### src/rtl/pt_walker_pkg.sv
// Package pt_walker_pkg
// Shared entry bit positions, fault codes and walk states for the page
// table walker. Assumes directory and table entries share one layout.
package pt_walker_pkg;

    // Entry flag positions (same layout at both levels)
    localparam int BIT_P   = 0;
    localparam int BIT_RW  = 1;
    localparam int BIT_US  = 2;
    localparam int BIT_PWT = 3;
    localparam int BIT_PCD = 4;
    localparam int BIT_A   = 5;
    localparam int BIT_D   = 6;
    localparam int BIT_PS  = 7;
    localparam int BIT_G   = 8;

    // Result codes reported on rsp_fault
    typedef enum logic [1:0] {
        FLT_NONE       = 2'd0,
        FLT_DIR_ABSENT = 2'd1,
        FLT_TBL_ABSENT = 2'd2,
        FLT_PRIV       = 2'd3
    } fault_e;

    // Walk sequencer states
    typedef enum logic [2:0] {
        ST_IDLE,
        ST_DIR_RD,
        ST_DIR_EV,
        ST_TBL_RD,
        ST_TBL_EV,
        ST_DIR_WB,
        ST_TBL_WB,
        ST_DONE
    } walk_st_e;

endpackage

### src/rtl/pt_addr_gen.sv
// Module pt_addr_gen
// Forms the directory entry address, the table entry address and the
// final physical address from the linear address and the entry frames.
// Assumes one entry is ADDR_W/8 bytes and a page holds exactly 2**IDX_W
// entries (PAGE_SHIFT == IDX_W + log2 of the entry size).
module pt_addr_gen #(
    parameter int ADDR_W     = 32,
    parameter int PAGE_SHIFT = 12,
    parameter int IDX_W      = 10
) (
    input  logic [ADDR_W-1:0]            lin_i,
    input  logic [ADDR_W-1:PAGE_SHIFT]   base_frame_i,
    input  logic [ADDR_W-1:PAGE_SHIFT]   dir_frame_i,
    input  logic [ADDR_W-1:PAGE_SHIFT]   tbl_frame_i,
    input  logic                         large_i,
    output logic [ADDR_W-1:0]            dir_addr_o,
    output logic [ADDR_W-1:0]            tbl_addr_o,
    output logic [ADDR_W-1:0]            phys_o
);
    localparam int ENT_SHIFT   = $clog2(ADDR_W / 8);
    localparam int LARGE_SHIFT = PAGE_SHIFT + IDX_W;

    // Entry addresses: frame base plus index scaled by entry size
    always_comb begin
        dir_addr_o = {base_frame_i, lin_i[ADDR_W-1:LARGE_SHIFT], {ENT_SHIFT{1'b0}}};
        tbl_addr_o = {dir_frame_i, lin_i[LARGE_SHIFT-1:PAGE_SHIFT], {ENT_SHIFT{1'b0}}};
    end

    // Physical address: large pages keep only the top frame bits
    always_comb begin
        if (large_i) begin
            phys_o = {dir_frame_i[ADDR_W-1:LARGE_SHIFT], lin_i[LARGE_SHIFT-1:0]};
        end else begin
            phys_o = {tbl_frame_i, lin_i[PAGE_SHIFT-1:0]};
        end
    end

endmodule

### src/rtl/pt_perm_check.sv
// Module pt_perm_check
// Decides whether an access may use the entries walked so far. A user
// access needs the user flag at every used level; a user write also needs
// the writable flag. Supervisor accesses always pass. For a large page the
// table-level flags are not consulted.
module pt_perm_check (
    input  logic acc_user_i,
    input  logic acc_write_i,
    input  logic large_i,
    input  logic dir_us_i,
    input  logic dir_rw_i,
    input  logic tbl_us_i,
    input  logic tbl_rw_i,
    output logic grant_o
);
    logic lvl2_us;
    logic lvl2_rw;

    // Table-level flags count only when a table entry was used
    always_comb begin
        lvl2_us = large_i | tbl_us_i;
        lvl2_rw = large_i | tbl_rw_i;
    end

    // Combine the privilege and access-kind checks
    always_comb begin
        grant_o = !acc_user_i ||
                  ((dir_us_i && lvl2_us) && (!acc_write_i || (dir_rw_i && lvl2_rw)));
    end

endmodule

### src/rtl/pt_entry_upd.sv
// Module pt_entry_upd
// Computes the write-back image of one entry and whether a write-back is
// needed. Accessed is always set; dirty only when the caller asks for it,
// which the walker does only for the table level on a write.
module pt_entry_upd
    import pt_walker_pkg::*;
#(
    parameter int ENT_W = 32
) (
    input  logic [ENT_W-1:0] entry_i,
    input  logic             mark_dirty_i,
    output logic [ENT_W-1:0] entry_o,
    output logic             wb_need_o
);
    // Set the flags and flag a write-back when one of them was clear
    always_comb begin
        entry_o           = entry_i;
        entry_o[BIT_A]    = 1'b1;
        if (mark_dirty_i) begin
            entry_o[BIT_D] = 1'b1;
        end
        wb_need_o = !entry_i[BIT_A] || (mark_dirty_i && !entry_i[BIT_D]);
    end

endmodule

### src/rtl/pt_walker.sv
// Module pt_walker
// Two-level page table walker with one outstanding memory access. Reads
// the directory entry, stops there for a large page, otherwise reads the
// table entry; checks presence and protection; writes back accessed and
// dirty flags (directory first); then pulses a response. Assumes the
// control inputs stay steady during a walk and mem_ack pulses once per
// request with read data valid alongside.
module pt_walker
    import pt_walker_pkg::*;
#(
    parameter int ADDR_W     = 32,
    parameter int PAGE_SHIFT = 12,
    parameter int IDX_W      = 10
) (
    input  logic              clk,
    input  logic              rst_n,
    input  logic              ctl_paging_en,
    input  logic [ADDR_W-1:0] ctl_dir_base,
    input  logic              req_valid,
    output logic              req_ready,
    input  logic [ADDR_W-1:0] req_lin,
    input  logic              req_write,
    input  logic              req_user,
    output logic              rsp_valid,
    output logic [ADDR_W-1:0] rsp_phys,
    output logic [1:0]        rsp_fault,
    output logic              mem_req,
    output logic              mem_we,
    output logic [ADDR_W-1:0] mem_addr,
    output logic [ADDR_W-1:0] mem_wdata,
    input  logic              mem_ack,
    input  logic [ADDR_W-1:0] mem_rdata
);
    localparam int LEVELS = 2;
    localparam int LVL_DIR = 0;
    localparam int LVL_TBL = LEVELS - 1;

    walk_st_e          st_q;
    logic [ADDR_W-1:0] lin_q;
    logic              wr_q;
    logic              usr_q;
    logic [ADDR_W-1:0] dir_q;
    logic [ADDR_W-1:0] tbl_q;
    logic [ADDR_W-1:0] phys_q;
    fault_e            fault_q;

    logic [ADDR_W-1:0] dir_addr;
    logic [ADDR_W-1:0] tbl_addr;
    logic [ADDR_W-1:0] xlat_phys;
    logic              is_large;
    logic              grant;

    logic [ADDR_W-1:0] lvl_ent [LEVELS];
    logic [ADDR_W-1:0] lvl_new [LEVELS];
    logic              lvl_wb  [LEVELS];

    // The large-page flag of the latched directory entry selects the leaf
    assign is_large = dir_q[BIT_PS];

    pt_addr_gen #(
        .ADDR_W     (ADDR_W),
        .PAGE_SHIFT (PAGE_SHIFT),
        .IDX_W      (IDX_W)
    ) u_addr (
        .lin_i        (lin_q),
        .base_frame_i (ctl_dir_base[ADDR_W-1:PAGE_SHIFT]),
        .dir_frame_i  (dir_q[ADDR_W-1:PAGE_SHIFT]),
        .tbl_frame_i  (tbl_q[ADDR_W-1:PAGE_SHIFT]),
        .large_i      (is_large),
        .dir_addr_o   (dir_addr),
        .tbl_addr_o   (tbl_addr),
        .phys_o       (xlat_phys)
    );

    pt_perm_check u_perm (
        .acc_user_i  (usr_q),
        .acc_write_i (wr_q),
        .large_i     (is_large),
        .dir_us_i    (dir_q[BIT_US]),
        .dir_rw_i    (dir_q[BIT_RW]),
        .tbl_us_i    (tbl_q[BIT_US]),
        .tbl_rw_i    (tbl_q[BIT_RW]),
        .grant_o     (grant)
    );

    assign lvl_ent[LVL_DIR] = dir_q;
    assign lvl_ent[LVL_TBL] = tbl_q;

    // One flag updater per level; only the table level may take dirty
    for (genvar g = 0; g < LEVELS; g++) begin : g_lvl
        pt_entry_upd #(
            .ENT_W (ADDR_W)
        ) u_upd (
            .entry_i      (lvl_ent[g]),
            .mark_dirty_i ((g == LVL_TBL) ? wr_q : 1'b0),
            .entry_o      (lvl_new[g]),
            .wb_need_o    (lvl_wb[g])
        );
    end

    // Walk sequencer: reads, checks, write-backs, response
    always_ff @(posedge clk) begin
        if (!rst_n) begin
            st_q    <= ST_IDLE;
            lin_q   <= '0;
            wr_q    <= 1'b0;
            usr_q   <= 1'b0;
            dir_q   <= '0;
            tbl_q   <= '0;
            phys_q  <= '0;
            fault_q <= FLT_NONE;
        end else begin
            case (st_q)
                ST_IDLE: begin
                    if (req_valid) begin
                        lin_q <= req_lin;
                        wr_q  <= req_write;
                        usr_q <= req_user;
                        if (!ctl_paging_en) begin
                            phys_q  <= req_lin;
                            fault_q <= FLT_NONE;
                            st_q    <= ST_DONE;
                        end else begin
                            st_q <= ST_DIR_RD;
                        end
                    end
                end
                ST_DIR_RD: begin
                    if (mem_ack) begin
                        dir_q <= mem_rdata;
                        st_q  <= ST_DIR_EV;
                    end
                end
                ST_DIR_EV: begin
                    if (!dir_q[BIT_P]) begin
                        fault_q <= FLT_DIR_ABSENT;
                        st_q    <= ST_DONE;
                    end else if (!is_large) begin
                        st_q <= ST_TBL_RD;
                    end else if (!grant) begin
                        fault_q <= FLT_PRIV;
                        st_q    <= ST_DONE;
                    end else begin
                        fault_q <= FLT_NONE;
                        phys_q  <= xlat_phys;
                        st_q    <= lvl_wb[LVL_DIR] ? ST_DIR_WB : ST_DONE;
                    end
                end
                ST_TBL_RD: begin
                    if (mem_ack) begin
                        tbl_q <= mem_rdata;
                        st_q  <= ST_TBL_EV;
                    end
                end
                ST_TBL_EV: begin
                    if (!tbl_q[BIT_P]) begin
                        fault_q <= FLT_TBL_ABSENT;
                        st_q    <= ST_DONE;
                    end else if (!grant) begin
                        fault_q <= FLT_PRIV;
                        st_q    <= ST_DONE;
                    end else begin
                        fault_q <= FLT_NONE;
                        phys_q  <= xlat_phys;
                        if (lvl_wb[LVL_DIR]) begin
                            st_q <= ST_DIR_WB;
                        end else if (lvl_wb[LVL_TBL]) begin
                            st_q <= ST_TBL_WB;
                        end else begin
                            st_q <= ST_DONE;
                        end
                    end
                end
                ST_DIR_WB: begin
                    if (mem_ack) begin
                        st_q <= (!is_large && lvl_wb[LVL_TBL]) ? ST_TBL_WB : ST_DONE;
                    end
                end
                ST_TBL_WB: begin
                    if (mem_ack) begin
                        st_q <= ST_DONE;
                    end
                end
                default: begin
                    st_q <= ST_IDLE;
                end
            endcase
        end
    end

    // Memory port drive: one access per read or write-back state
    always_comb begin
        mem_req   = (st_q == ST_DIR_RD) || (st_q == ST_TBL_RD) ||
                    (st_q == ST_DIR_WB) || (st_q == ST_TBL_WB);
        mem_we    = (st_q == ST_DIR_WB) || (st_q == ST_TBL_WB);
        mem_addr  = ((st_q == ST_DIR_RD) || (st_q == ST_DIR_WB)) ? dir_addr : tbl_addr;
        mem_wdata = (st_q == ST_DIR_WB) ? lvl_new[LVL_DIR] : lvl_new[LVL_TBL];
    end

    // Request and response handshake outputs
    always_comb begin
        req_ready = (st_q == ST_IDLE);
        rsp_valid = (st_q == ST_DONE);
        rsp_phys  = phys_q;
        rsp_fault = fault_q;
    end

endmodule

### config.mk
export PLATFORM = sky130hd
export DESIGN_NAME = pt_walker
export DESIGN_NICKNAME = d
export VERILOG_FILES = /design/src/rtl/pt_walker_pkg.sv /design/src/rtl/pt_addr_gen.sv /design/src/rtl/pt_perm_check.sv /design/src/rtl/pt_entry_upd.sv /design/src/rtl/pt_walker.sv
export SDC_FILE = /design/constraint.sdc
export NUM_CORES = 1
export LEC_CHECK = 0
export BUFFER_PORTS_ARGS = -buffer_cell sky130_fd_sc_hd__buf_4
export CAP_MARGIN = 25
export CELL_PAD_IN_SITES_DETAIL_PLACEMENT = 0
export CELL_PAD_IN_SITES_GLOBAL_PLACEMENT = 2
export CORE_ASPECT_RATIO = 0.9
export CORE_MARGIN = 2
export CORE_UTILIZATION = 30
export CTS_CLUSTER_DIAMETER = 30
export DETAILED_ROUTE_END_ITERATION = 12
export GPL_TIMING_DRIVEN = 0
export PLACE_DENSITY = 0.89
export SLEW_MARGIN = 10
export SYNTH_ARGS = -nofsm -noshare
export SYNTH_HDL_FRONTEND = slang
export SYNTH_SLANG_ARGS = --single-unit
### constraint.sdc
create_clock -name clk -period 4.4 [get_ports clk]
set_clock_uncertainty 0.1 [all_clocks]
set_input_delay 0.22 -clock clk [delete_from_list [all_inputs] [get_ports clk]]
set_output_delay 0.22 -clock clk [all_outputs]
set_load 0.01 [all_outputs]
Yosys cells after proc, flatten, opt, wreduce, memory -nomap -nowiden
Cells that the tools add are included.
Operators by class
  multiplexer cells: 34
  bitwise gates (word level): 2
  reductions and logical operators: 26
  equality and inequality tests: 17
Operators by type and width (number)
  2-to-1 mux 32 bit: 9
  one-hot mux 32 bit (3 select lines): 1
  2-to-1 mux 3 bit: 8
  2-to-1 mux 2 bit: 11
  one-hot mux 3 bit (7 select lines): 1
  inequality test 2 bit (second input constant): 9
  equality test 3 bit (second input constant): 4
  logical OR 1 bit: 8
  equality test 3 x 2 -> 1 bit (second input constant): 2
  one-hot mux 2 bit (3 select lines): 1
  AND reduction 2 bit: 3
  AND reduction 6 bit: 1
  logical AND 1 bit: 5
  zero test 1 bit: 5
  AND reduction 5 bit: 1
  AND reduction 4 bit: 1
  equality test 3 x 1 -> 1 bit (second input constant): 1
  zero test 3 bit: 1
  2-to-1 mux 1 bit: 3
  inequality test 3 bit (second input constant): 1
  nonzero test 3 bit: 1
  bitwise OR 1 bit: 2
Word-level totals
  output and inout bits: 102
  logic and storage cells: 87
  bits of input ports: 103
  register bits after elaboration: 135

Longest topological paths before layout
  word-level depth: 9
  depth in mapped cells: 8
  depth with buffers taken out: 5

By module
Synthesis repeated with hierarchy kept, for this count alone.
Second synthesis, totals
  cells, all modules: 894
  area, all modules: 7479.7 um2
Modules (own cells, without submodules)
  pt_walker: area each 6054.6 um2, cells each 720, sequential area each 2702.6 um2, instances 1
  pt_addr_gen: area each 897.1 um2, cells each 99, sequential area each 0.0 um2, instances 1
  pt_entry_upd: area each 251.5 um2, cells each 35, sequential area each 0.0 um2, instances 2
  pt_perm_check: area each 25.0 um2, cells each 5, sequential area each 0.0 um2, instances 1

Worst setup path before layout
No wires, ideal clock.
  path type: flip-flop to output port
  start: reg st_q[1]
  end: out mem_wdata[10]
  data arrival time: 1.642 ns
  path slack: 2.438 ns
  data required time: 4.080 ns
  buffers on the path: 3
  stages on the path, launching flop included: 7
  path through: dfxtp_1 > buf_4 > nand2b_1 > or2_2 > clkbuf_1 > clkbuf_1 > mux2_2
On the way
  cells in the longest elaborated chain, start to end: 2
Ends and longest elaborated chain
  from (decl): RTL line pt_walker.sv:38  | walk_st_e st_q;
  from (signal assigned): RTL line pt_walker.sv:146  | st_q <= lvl_wb[LVL_DIR] ? ST_DIR_WB : ST_DONE;
  from (signal assigned): RTL line pt_walker.sv:176  | st_q <= (!is_large && lvl_wb[LVL_TBL]) ? ST_TBL_WB : ST_DONE;
  equality test 3 bit: RTL line pt_walker.sv:197  | mem_wdata = (st_q == ST_DIR_WB) ? lvl_new[LVL_DIR] : lvl_new[LVL_TBL];
  2-to-1 mux 32 bit: RTL line pt_walker.sv:197
  to (decl): RTL line pt_walker.sv:30  | output logic [ADDR_W-1:0] mem_wdata,
No other way between the ends.

Worst setup path after layout
  start: reg st_q[1]
  end: out mem_wdata[2]
Same word-level chain as after synthesis.

==> impl_metrics.xml <==
<?xml version="1.0" encoding="UTF-8"?>
<metrics>
  <group name="sta">
    <metric name="timing.setup.tns" unit="ns">0</metric>
    <metric name="post_layout_worst_setup_margin" unit="ns">1.42</metric>
    <metric name="grt_setup_unrepaired" unit="">no</metric>
    <metric name="maxSlewHeadroom" unit="%">28.7</metric>
    <metric name="worst_hold_slack" unit="ns">0.0165</metric>
    <metric name="timing.final.max_slew_violations" unit="">0</metric>
    <metric name="setup_viol" unit="">0</metric>
    <metric name="timing_worst_slew_pin_value" unit="ns">1.05</metric>
    <metric name="hold_viol_final" unit="">0</metric>
    <metric name="fmaxAchievable" unit="GHz">0.335</metric>
    <metric name="period_needed" unit="ns">2.98</metric>
    <metric name="post-route-period-util" unit="%">67.8</metric>
  </group>
  <group name="detailed_routing">
    <metric name="detailedRoute.firstPassIterationCount" unit="">6</metric>
    <metric name="drt-wirelength-per-cell" unit="um">17.0</metric>
    <metric name="route.antenna.remaining_nets" unit="">0</metric>
    <metric name="routed_wl" unit="um">22900</metric>
    <metric name="drt_drc_violations_left" unit="">0</metric>
    <metric name="drt-initial-drc-count" unit="">332</metric>
    <metric name="detailroute.via_count" unit="">6271</metric>
    <metric name="vias_per_cell" unit="">4.66</metric>
  </group>
  <group name="die">
    <metric name="die_h" unit="um">145</metric>
    <metric name="floorplan.io_pins" unit="">205</metric>
    <metric name="die_area" unit="um^2">23400</metric>
    <metric name="starting_density_of_the_core" unit="%">30.7</metric>
    <metric name="core.rowCount" unit="">51</metric>
    <metric name="core-area" unit="um^2">21700</metric>
    <metric name="floorplan.die.width" unit="um">161</metric>
  </group>
  <group name="grt">
    <metric name="grt_pass1_wl" unit="um">35200</metric>
    <metric name="vias_in_the_first_global_route" unit="">6206</metric>
    <metric name="grt.total_usage" unit="%">19.4</metric>
    <metric name="antenna_found_initial" unit="">0</metric>
    <metric name="grt_max_degree" unit="">17</metric>
    <metric name="grt_overflow" unit="">0</metric>
  </group>
  <group name="clock_tree">
    <metric name="clock_latency" unit="ns">0.42</metric>
    <metric name="clkSinkCount" unit="">135</metric>
    <metric name="cts_inserted_buffers" unit="">17</metric>
    <metric name="cts_tree" unit="">built</metric>
    <metric name="cts.hold.buffers_added" unit="">63</metric>
    <metric name="cts_h_tree_depth" unit="">4</metric>
    <metric name="clk_path_buf_depth" unit="">2</metric>
    <metric name="clk_root_buffer_cell" unit="">sky130_fd_sc_hd__clkbuf_16</metric>
    <metric name="postCtsSetupRepairBufs" unit="">0</metric>
    <metric name="post_cts_resize_count" unit="">0</metric>
    <metric name="reg_clk_slew_reported_paths" unit="ns">0.06</metric>
  </group>
  <group name="pwr">
    <metric name="power.share.switching" unit="%">35.3</metric>
    <metric name="leakagePower" unit="uW">0.00398</metric>
    <metric name="power_density" unit="nW/um^2">550</metric>
    <metric name="internal_power" unit="uW">3440</metric>
    <metric name="power_frac_comb" unit="%">40.4</metric>
    <metric name="share_clk_of_total_power" unit="%">28.0</metric>
    <metric name="max_rail_drop_vdd" unit="mV">0.263</metric>
    <metric name="pwr-share-seq" unit="%">31.5</metric>
    <metric name="power.net_switching" unit="uW">1880</metric>
  </group>
  <group name="place">
    <metric name="hpwl" unit="um">16900</metric>
    <metric name="dp_worst_setup_slack" unit="ns">1.81</metric>
    <metric name="gp_congestion" unit="">0.827</metric>
    <metric name="portBuffers" unit="">188</metric>
  </group>
  <group name="logic_synthesis">
    <metric name="synthesis.instances" unit="">772</metric>
    <metric name="synth_register_bits" unit="">135</metric>
    <metric name="primary_flip_flop_cell_chosen_by_synthesis_mapping" unit="">sky130_fd_sc_hd__dfxtp_1</metric>
    <metric name="synth.cells.most_frequent" unit="">sky130_fd_sc_hd__nand2_1 (241), sky130_fd_sc_hd__dfxtp_1 (135), sky130_fd_sc_hd__a21boi_0 (98), sky130_fd_sc_hd__mux2_2 (59), sky130_fd_sc_hd__mux2i_1 (52)</metric>
    <metric name="syn-cell-area" unit="um^2">6660</metric>
    <metric name="yosysWarningCount" unit="">0</metric>
    <metric name="synthDistinctLibCells" unit="">43</metric>
    <metric name="synth_enable_flop_cells" unit="">0</metric>
    <metric name="async_reset_ff_share" unit="%">0</metric>
    <metric name="yosys.cell_count.top_type" unit="">sky130_fd_sc_hd__nand2_1</metric>
    <metric name="synth_top_cell_by_area" unit="">sky130_fd_sc_hd__dfxtp_1</metric>
    <metric name="avgSynthCellArea" unit="um^2">8.62</metric>
    <metric name="synth_sequential_area_ratio" unit="%">40.6</metric>
    <metric name="yosysTopAreaCellShare" unit="%">40.6</metric>
    <metric name="synth.top_cells.by_area" unit="">sky130_fd_sc_hd__dfxtp_1 (41%), sky130_fd_sc_hd__nand2_1 (14%), sky130_fd_sc_hd__a21boi_0 (11%), sky130_fd_sc_hd__mux2_2 (10%), sky130_fd_sc_hd__mux2i_1 (7.8%)</metric>
  </group>
  <group name="setup_path">
    <metric name="critPathKind" unit="">flop to output port</metric>
    <metric name="timing.critical_path.required" unit="ns">4.08</metric>
    <metric name="regToRegSetupSlack" unit="ns">1.90</metric>
    <metric name="critical_path_peak_fanout" unit="">10</metric>
    <metric name="kind_of_start_point_of_the_critical_path" unit="">flop</metric>
    <metric name="worst-endpoint-arrival" unit="ns">2.66</metric>
    <metric name="crit-reg2reg-launch" unit="">dir_q[7]</metric>
    <metric name="rr_worst_depth" unit="">6</metric>
    <metric name="timing.critical_path.to_type" unit="">output port</metric>
    <metric name="reg2reg_to" unit="">rsp_phys[3]</metric>
  </group>
  <group name="final_layout">
    <metric name="drive_gt1_share" unit="%">28.3</metric>
    <metric name="utilization" unit="%">44.6</metric>
    <metric name="final_net_count" unit="">1146</metric>
    <metric name="antennaDiodeCount" unit="">0</metric>
    <metric name="synthToLayoutAreaGrowth" unit="%">45.4</metric>
    <metric name="n_fill_cell" unit="">2191</metric>
  </group>
  <group name="worst_hold_path">
    <metric name="hold_path_depth" unit="">3</metric>
    <metric name="start_point_of_the_worst_min_delay_path" unit="">req_lin[28]</metric>
    <metric name="path_class_of_the_lowest_slack_min_delay_path" unit="">input port to flop</metric>
    <metric name="min_delay_worst_endpoint" unit="">lin_q[28]</metric>
  </group>
  <group name="outcome">
    <metric name="outcome" unit="">completed</metric>
  </group>
  <group name="run">
    <metric name="cap_violations" unit="">0</metric>
  </group>
</metrics>
placed cells by master, fill, tap and decap left out, types with 13 or more instances in the layout:
| cell type | n |
|---|---|
| sky130_fd_sc_hd__nand2_1 | 241 |
| sky130_fd_sc_hd__buf_4 | 193 |
| sky130_fd_sc_hd__dfxtp_1 | 135 |
| sky130_fd_sc_hd__a21boi_0 | 98 |
| sky130_fd_sc_hd__dlygate4sd3_1 | 63 |
| sky130_fd_sc_hd__mux2_2 | 59 |
| sky130_fd_sc_hd__mux2i_1 | 52 |
| sky130_fd_sc_hd__clkbuf_1 | 50 |
| sky130_fd_sc_hd__o211ai_1 | 21 |
| sky130_fd_sc_hd__clkbuf_16 | 17 |
| sky130_fd_sc_hd__nand3_1 | 13 |
kinds of logic (layout without fill, tap and decap cells):
group	count (synthesis)	after routing	share of synthesized area, %
compound gates	161	161	18.4
xor+xnor	2	2	0.263
buf+inv	73	355	5.09
flops	135	135	40.6
mux	111	111	17.8
other cells	2	3	0.113
simple gates	288	288	17.7
state kept, by name (all words and copies together) (netlist names):
name	cells
dir_q	32
lin_q	32
rsp_fault	2
rsp_phys	32
st_q	3
tbl_q	32
usr_q	1
wr_q	1
worst max-delay path by stage:
stage	start	endpoint	slack, ns
after global routing	st_q[1]	mem_wdata[2]	1.23
after detailed placement	st_q[1]	mem_wdata[27]	1.81
after global placement	st_q[1]	mem_wdata[15]	1.81
final	st_q[1]	mem_wdata[2]	1.42
after CTS	st_q[1]	mem_wdata[27]	1.36
after floorplan	st_q[1]	mem_wdata[10]	2.44
power groups by stage:
stage               logic [uW]  clock network [uW]  registers (uW)
floorplan                 1210                   0            1720
global placement          2110                   0            1700
detailed placement        2120                   0            1700
CTS                       2170                1520            1680
global route              2340                1580            1710
finish                    2150                1490            1680
layer usage:
metal	share of wire, %	GRT usage (%)	wire, um	up-vias
li1	-	-	-	3163
met3	6.2	4.92	1430	19
met2	42	29.4	9700	178
met5	0	0	0	-
met1	50	27.8	11600	2911
met4	1.1	4.38	246	0
critical path: stages (launching register included):
cell,delay [ns]
sky130_fd_sc_hd__dfxtp_1,0.31
sky130_fd_sc_hd__buf_4,0.15
sky130_fd_sc_hd__nand2b_1,0.20
sky130_fd_sc_hd__or2_2,0.13
sky130_fd_sc_hd__clkbuf_1,0.34
sky130_fd_sc_hd__clkbuf_1,0.53
sky130_fd_sc_hd__mux2_2,0.43
sky130_fd_sc_hd__buf_4,0.15
per-stage QoR:
stage,instances,power (uW),area (um^2)
detailed placement,1252,3820,8440
finish,1346,5320,9680
global placement,1252,3810,8440
global route,1346,5620,9680
floorplan,773,2930,6660
CTS,1346,5370,9680
area by class of cell:
class | count | area [um^2] | share of cell area, %
multi-input combinational | 565 | 3620 | 37.4
clock buffer | 19 | 433 | 4.47
clock inverter | 12 | 179 | 1.85
buffer | 68 | 320 | 3.31
inverter | 5 | 18.8 | 0.194
tap | 291 | 364 | 3.76
sequential | 135 | 2700 | 27.9
timing repair buffer | 251 | 2040 | 21.1
Power figures use the tool's default switching activity.
